**src/rtl/clksyn_pkg.sv**
```systemverilog
package clksyn_pkg;
   localparam int unsigned N_CFG     = 8;
   localparam int unsigned CMD_IDX   = 8;
   localparam int unsigned VER_IDX   = 16;
   localparam int unsigned REV_IDX   = 17;
   localparam int unsigned STS_IDX   = 18;
   localparam logic [7:0]  VER_CODE  = 8'h17;
   localparam logic [7:0]  REV_CODE  = 8'h01;
   localparam logic [3:0]  DLY_NIB   = 4'hA;
   localparam logic [3:0]  PLL_NIB   = 4'h5;

   typedef enum logic [1:0] {GRP_NONE, GRP_PLL, GRP_DLY} load_grp_e;

   function automatic load_grp_e grp_of(int unsigned idx);
      if (idx >= 1 && idx <= 3) return GRP_PLL;
      if (idx == 5)             return GRP_DLY;
      return GRP_NONE;
   endfunction

   function automatic int unsigned rst_of(int unsigned idx);
      return (idx == 7) ? 32'h80 : 32'h0;
   endfunction

   function automatic bit rsv_has(int unsigned idx);
      return (idx == 1) || (idx == 5);
   endfunction

   function automatic int unsigned rsv_width(int unsigned idx);
      return (idx == 1) ? 3 : 2;
   endfunction

   function automatic int unsigned rsv_code(int unsigned idx);
      return (idx == 1) ? 7 : 2;
   endfunction
endpackage

```
**src/rtl/csr_shadow_reg.sv**
```systemverilog
module csr_shadow_reg #(
   parameter int unsigned DW       = 8,
   parameter int unsigned RST_VAL  = 0,
   parameter bit          SHADOW   = 1'b0,
   parameter bit          HAS_RSV  = 1'b0,
   parameter int unsigned RSV_LSB  = 0,
   parameter int unsigned RSV_W    = 1,
   parameter int unsigned RSV_CODE = 0
) (
   input  logic          clk,
   input  logic          rst_n,
   input  logic          wr,
   input  logic [DW-1:0] wd,
   input  logic          ld,
   output logic [DW-1:0] stg,
   output logic [DW-1:0] wrk
);
   localparam logic [DW-1:0] RV = DW'(RST_VAL);

   if (RSV_LSB + RSV_W > DW) begin : g_bad_field
      $error("reserved field exceeds register width");
   end

   logic [DW-1:0] stg_q;
   logic [DW-1:0] nxt;

   if (HAS_RSV) begin : g_rsv
      localparam logic [RSV_W-1:0] CODE = RSV_W'(RSV_CODE);
      always_comb begin
         nxt = wd;
         if (wd[RSV_LSB +: RSV_W] == CODE) nxt[RSV_LSB +: RSV_W] = stg_q[RSV_LSB +: RSV_W];
      end

      rsv_keep_chk: assert property (@(posedge clk) disable iff (!rst_n)
         (wr && wd[RSV_LSB +: RSV_W] == CODE) |=>
            stg_q[RSV_LSB +: RSV_W] == $past(stg_q[RSV_LSB +: RSV_W]));
   end else begin : g_norsv
      assign nxt = wd;
   end

   always_ff @(posedge clk or negedge rst_n) begin
      if (!rst_n)  stg_q <= RV;
      else if (wr) stg_q <= nxt;
   end
   assign stg = stg_q;

   if (SHADOW) begin : g_shadow
      logic [DW-1:0] wrk_q;
      always_ff @(posedge clk or negedge rst_n) begin
         if (!rst_n)  wrk_q <= RV;
         else if (ld) wrk_q <= stg_q;
      end
      assign wrk = wrk_q;

      wrk_hold_chk: assert property (@(posedge clk) disable iff (!rst_n)
         !ld |=> $stable(wrk_q));

      wrk_load_chk: assert property (@(posedge clk) disable iff (!rst_n)
         ld |=> wrk_q == $past(stg_q));
   end else begin : g_direct
      assign wrk = stg_q;

      direct_wr_chk: assert property (@(posedge clk) disable iff (!rst_n)
         (wr && !ld && !HAS_RSV) |=> wrk == $past(wd));
   end
endmodule

```
**src/rtl/csr_cmd_decode.sv**
```systemverilog
module csr_cmd_decode #(
   parameter int unsigned AW = 5,
   parameter int unsigned DW = 8
) (
   input  logic          clk,
   input  logic          rst_n,
   input  logic          wr,
   input  logic [AW-1:0] addr,
   input  logic [DW-1:0] wd,
   output logic          ld_pll,
   output logic          ld_dly,
   output logic          pll_pulse,
   output logic          dly_pulse
);
   import clksyn_pkg::*;

   logic hit;
   assign hit    = wr && (addr == AW'(CMD_IDX));
   assign ld_dly = hit && (wd[3:0] == DLY_NIB);
   assign ld_pll = hit && (wd[7:4] == PLL_NIB);

   always_ff @(posedge clk or negedge rst_n) begin
      if (!rst_n) begin
         pll_pulse <= 1'b0;
         dly_pulse <= 1'b0;
      end else begin
         pll_pulse <= ld_pll;
         dly_pulse <= ld_dly;
      end
   end


   no_cmd_chk: assert property (@(posedge clk) disable iff (!rst_n)
      (hit && wd[3:0] != DLY_NIB && wd[7:4] != PLL_NIB) |=> (!pll_pulse && !dly_pulse));

   both_cmd_chk: assert property (@(posedge clk) disable iff (!rst_n)
      (hit && wd == {PLL_NIB, DLY_NIB}) |=> (pll_pulse && dly_pulse));

   pulse_src_chk: assert property (@(posedge clk) disable iff (!rst_n)
      !hit |=> (!pll_pulse && !dly_pulse));
endmodule

```
**src/rtl/csr_read_port.sv**
```systemverilog
module csr_read_port #(
   parameter int unsigned AW = 5,
   parameter int unsigned DW = 8,
   parameter int unsigned NR = 8
) (
   input  logic             clk,
   input  logic             rst_n,
   input  logic             rd,
   input  logic [AW-1:0]    addr,
   input  logic [NR*DW-1:0] regs,
   input  logic             lock,
   output logic [DW-1:0]    rdata
);
   import clksyn_pkg::*;

   logic [DW-1:0] sel;

   always_comb begin
      sel = '0;
      if (32'(addr) < NR)               sel = regs[32'(addr)*DW +: DW];
      else if (addr == AW'(VER_IDX))    sel = DW'(VER_CODE);
      else if (addr == AW'(REV_IDX))    sel = DW'(REV_CODE);
      else if (addr == AW'(STS_IDX))    sel[1] = lock;
   end

   always_ff @(posedge clk or negedge rst_n) begin
      if (!rst_n)  rdata <= '0;
      else if (rd) rdata <= sel;
   end


   rd_hold_chk: assert property (@(posedge clk) disable iff (!rst_n)
      !rd |=> $stable(rdata));

   sts_rd_chk: assert property (@(posedge clk) disable iff (!rst_n)
      (rd && addr == AW'(STS_IDX)) |=> rdata == DW'({$past(lock), 1'b0}));

   unmapped_rd_chk: assert property (@(posedge clk) disable iff (!rst_n)
      (rd && 32'(addr) >= NR && addr != AW'(VER_IDX) && addr != AW'(REV_IDX)
          && addr != AW'(STS_IDX)) |=> rdata == '0);
endmodule

```
**src/rtl/clksyn_regbank.sv**
```systemverilog
module clksyn_regbank #(
   parameter int unsigned AW = 5,
   parameter int unsigned DW = 8
) (
   input  logic          clk,
   input  logic          rst_n,
   input  logic [AW-1:0] addr,
   input  logic [DW-1:0] wdata,
   input  logic          wr_en,
   input  logic          rd_en,
   output logic [DW-1:0] rdata,
   input  logic          pll_lock,
   output logic [DW-1:0] cfg_mode,
   output logic [3*DW-1:0] cfg_pll,
   output logic [DW-1:0] cfg_loop,
   output logic [DW-1:0] cfg_dly,
   output logic [DW-1:0] cfg_out,
   output logic [DW-1:0] cfg_ref,
   output logic          pll_rst_pulse,
   output logic          dly_rst_pulse
);
   import clksyn_pkg::*;

   localparam int unsigned NR = N_CFG;

   if (AW < 5) begin : g_bad_aw
      $error("address width too small for status locations");
   end
   if (DW != 8) begin : g_bad_dw
      $error("register bank is byte wide");
   end

   logic            ld_pll, ld_dly;
   logic [NR*DW-1:0] stg_bus;
   logic [NR*DW-1:0] wrk_bus;

   csr_cmd_decode #(.AW(AW), .DW(DW)) u_cmd (
      .clk(clk), .rst_n(rst_n), .wr(wr_en), .addr(addr), .wd(wdata),
      .ld_pll(ld_pll), .ld_dly(ld_dly),
      .pll_pulse(pll_rst_pulse), .dly_pulse(dly_rst_pulse)
   );

   for (genvar i = 0; i < NR; i++) begin : g_reg
      localparam load_grp_e GRP = grp_of(i);
      logic wsel, lsel;
      assign wsel = wr_en && (addr == AW'(i));
      assign lsel = (GRP == GRP_PLL) ? ld_pll : (GRP == GRP_DLY) ? ld_dly : 1'b0;
      csr_shadow_reg #(
         .DW(DW), .RST_VAL(rst_of(i)), .SHADOW(GRP != GRP_NONE),
         .HAS_RSV(rsv_has(i)), .RSV_LSB(0), .RSV_W(rsv_width(i)),
         .RSV_CODE(rsv_code(i))
      ) u_r (
         .clk(clk), .rst_n(rst_n), .wr(wsel), .wd(wdata), .ld(lsel),
         .stg(stg_bus[i*DW +: DW]), .wrk(wrk_bus[i*DW +: DW])
      );
   end

   csr_read_port #(.AW(AW), .DW(DW), .NR(NR)) u_rd (
      .clk(clk), .rst_n(rst_n), .rd(rd_en), .addr(addr),
      .regs(stg_bus), .lock(pll_lock), .rdata(rdata)
   );

   assign cfg_mode = wrk_bus[0*DW +: DW];
   assign cfg_pll  = wrk_bus[1*DW +: 3*DW];
   assign cfg_loop = wrk_bus[4*DW +: DW];
   assign cfg_dly  = wrk_bus[5*DW +: DW];
   assign cfg_out  = wrk_bus[6*DW +: DW];
   assign cfg_ref  = wrk_bus[7*DW +: DW];


   rst_ref_chk: assert property (@(posedge clk)
      $rose(rst_n) |-> (cfg_ref == 8'h80 && cfg_pll == '0 && cfg_dly == '0));
endmodule

```
**config.mk**
```make
export PLATFORM = sky130hd
export DESIGN_NAME = clksyn_regbank
export DESIGN_NICKNAME = d
export VERILOG_FILES = /design/src/rtl/clksyn_pkg.sv /design/src/rtl/csr_shadow_reg.sv /design/src/rtl/csr_cmd_decode.sv /design/src/rtl/csr_read_port.sv /design/src/rtl/clksyn_regbank.sv
export SDC_FILE = /design/constraint.sdc
export NUM_CORES = 1
export LEC_CHECK = 0
export BUFFER_PORTS_ARGS = -buffer_cell sky130_fd_sc_hd__buf_4
export CAP_MARGIN = 15
export CORE_MARGIN = 5
export CORE_UTILIZATION = 30
export DETAILED_ROUTE_END_ITERATION = 6
export GPL_TIMING_DRIVEN = 0
export RECOVER_POWER = 50
export SETUP_SLACK_MARGIN = 0.1
export SYNTH_ARGS = -nofsm -noshare
export SYNTH_HDL_FRONTEND = slang
export SYNTH_HIERARCHICAL = 1
export SYNTH_SLANG_ARGS = --single-unit
```
**constraint.sdc**
```tcl
create_clock -name clk -period 2.1 [get_ports clk]
set_input_delay 0.21 -clock clk [delete_from_list [all_inputs] [get_ports clk]]
set_output_delay 0.21 -clock clk [all_outputs]
set_load 0.005 [all_outputs]
```
==> flow_metrics.env <==
export IMPL_tightest_slew_ns=1.22
export IMPL_portBuffers=91
export IMPL_swShare_pct=25.6
export IMPL_drc=0
export IMPL_place_hpwl_mm=9.65
export IMPL_skew_ns=0.00673
export IMPL_htreeDepth=3
export IMPL_dieArea_um2=20300
export IMPL_worst_slack_ns=0.316
export IMPL_setup_viol=0
export IMPL_vias=3186
export IMPL_placed_cell_area_um2=6250
export IMPL_gr_usage_met2_pct=21.3
export IMPL_peakVddDrop_v=0.000380
export IMPL_vias_per_cell=4.60
export IMPL_grtUsageMet1_pct=17.8
export IMPL_top_usage_layer="met2"
export IMPL_slew_violations=0
export IMPL_relSlewSlack_pct=18.5
export IMPL_period_share_pct=85.0
export IMPL_wl_per_cell_um=19.2
export IMPL_coreArea_um2=17200
export IMPL_cts_root_buffer="clkbuf_16"
export IMPL_power_frac_comb_pct=19.6
export IMPL_syn_area_um2=5260
export IMPL_grt_overflow=0
export IMPL_antenna_found_initial=0
export IMPL_synth_nets=377
export IMPL_p_sw_mw=1.34
export IMPL_first_pass_iters=4
export IMPL_clockPowerShare_pct=31.9
export IMPL_fin_tns_setup_ns=0
export IMPL_cap_violations=0
export IMPL_antenna_cells=0
export IMPL_total_power_mw=5.22
export IMPL_die_h_um=142
export IMPL_clock_path_buffers=2
export IMPL_outcome="finished, final reports clean"
export IMPL_p_per_area_nw_per_um2=819
export IMPL_cp_start_kind="primary input"
export IMPL_endpoint_kind="flop"
export IMPL_cp_arrival_ns=2.01
export IMPL_grt_pass1_wl_mm=20.6
export IMPL_clock_latency_ns=0.35
export IMPL_cts_sinks=106
export IMPL_clock_fmax_mhz=561
export IMPL_final_cell_area_um2=6370
export IMPL_cts_tree="done"
export IMPL_cp_max_fo=8
export IMPL_synth_yosys_warnings=6
export IMPL_grt_pass1_vias=3500
export IMPL_finalHoldViolCount=0
export IMPL_rrSetupSlack_ns=0.69
export IMPL_die_w_um=142
export IMPL_nets=481
export IMPL_place_congestion=0.871
export IMPL_grt_max_degree=60
export IMPL_critPathRequiredTime_ns=2.33
export IMPL_cts_inserted_buffers=9
export IMPL_rsz0062_at_grt="no"
export IMPL_path_class="primary input to flop"
export IMPL_avgSynthCellArea_um2=14.7
export IMPL_start_util_pct=30.5
export IMPL_syn_inst=359
export IMPL_ios=92
export IMPL_clk_pin_slew_ns=0.07
export IMPL_seq_power_share_pct=48.5
export IMPL_final_core_util_pct=37.0
export IMPL_grt_use_met3_pct=3.97
export IMPL_drt_total_wl_mm=13.3
export IMPL_hold_class="primary input to flop"
export IMPL_grtUsageTotal_pct=13.4
export IMPL_dp_slack_ns=-0.280
export IMPL_fill_cells=1683
export IMPL_drive_gt1_share_pct=44.7
export IMPL_drt_initial_drc_count=252
export IMPL_area_growth_pct=21.2
export IMPL_p_leak_nw=3.06
export IMPL_period_needed_ns=1.78
export IMPL_fp_row_count=48
export IMPL_p_int_mw=3.89
export IMPL_antenna_left=0
[routing by layer]
layer / share of wire (%) / up-vias / wire length (µm)
met5: 0 / - / 0
met4: 1.5 / 0 / 197
met3: 7.1 / 15 / 951
met2: 47 / 96 / 6210
met1: 45 / 1613 / 5970
li1: - / 1462 / -
[registers in the layout (all words and copies together) (netlist names)]
| register | count |
|---|---|
| u_cmd/pll_pulse | 1 |
| g.u_r/wrk | 32 |
| u_cmd/dly_pulse | 1 |
| u_rd/rdata | 8 |
| g.u_r/stg | 64 |
[worst max-delay path, cell delays in order]
cell and delay (ns):
clkbuf_1 0.13, or4b_1 0.58, nor3_2 0.38, buf_2 0.34, mux2_2 0.37
[power by group through the flow]
stage          registers [mW]  clock network [mW]  logic, mW
5_1_grt                  2.58                1.79       1.11
4_1_cts                  2.54                1.71       1.14
3_5_place_dp             2.58                   0       1.13
3_3_place_gp             2.57                   0       1.10
2_1_floorplan            2.49                   0      0.709
6_report                 2.53                1.66       1.02
[through the flow]
stage	hold slack [ns]	instances
4_1_cts	0.171	693
5_1_grt	0.187	693
3_5_place_dp	0.274	676
2_1_floorplan	-0.0856	359
6_report	0.183	693
3_3_place_gp	0.502	675
[placed cells by master (no fill, tap or decap), types with 2 or more instances in the layout]
master,count
clkbuf_4,51
a21oi_1,5
mux2_1,27
buf_2,3
mux2_2,13
or4bb_1,2
nor3_1,3
buf_4,59
nand2_1,7
o21ai_0,5
a21boi_1,2
mux4_1,5
nand2b_1,6
a21boi_0,4
o2111ai_1,5
mux2_4,51
a2bb2oi_1,3
clkbuf_16,9
o211ai_1,2
buf_6,8
clkbuf_1,23
nor2_1,10
nand3_1,10
dfrtp_1,105
clkinv_2,2
mux2i_1,16
nor3_2,2
mux4_2,3
inv_1,10
[area by class of cell]
type / count / area [µm²] / share of cell area (%)
inverters: 10 / 37.5 / 0.589
multi-input cells: 189 / 2040 / 32.0
clock buffers: 11 / 233 / 3.65
well taps: 225 / 282 / 4.42
plain buffers: 54 / 407 / 6.38
flip-flops and latches: 106 / 2650 / 41.6
repair buffers: 93 / 669 / 10.5
clock inverters: 5 / 56.3 / 0.883
[path summary, 6_finish.rpt]
kind	from	to	cells after the start
worst max-delay path	addr[4]	g_reg[1].u_r/wrk[7]$_DFFE_PN0P_	5
worst min-delay path	wdata[2]	g_reg[1].u_r/stg[2]$_DFFE_PN0P_	3
worst max register to register	g_reg[0].u_r/stg[3]$_DFFE_PN0P_	u_rd/rdata[3]$_DFFE_PN0P_	3
worst min register to register	g_reg[1].u_r/wrk[5]$_DFFE_PN0P_	g_reg[1].u_r/wrk[5]$_DFFE_PN0P_	1
max in group asynchronous	rst_n	g_reg[7].u_r/stg[7]$_DFFE_PN1P_	3
min in group asynchronous	rst_n	g_reg[2].u_r/wrk[5]$_DFFE_PN0P_	2
[what timing repair did]
action                                  CTS  global route
resized for setup                         1             0
endpoints found under the hold margin    47             0
endpoints found under the setup margin    1             0
setup buffers                             0             0
hold buffers                              1             0
(Power assumes the default switching activity.)
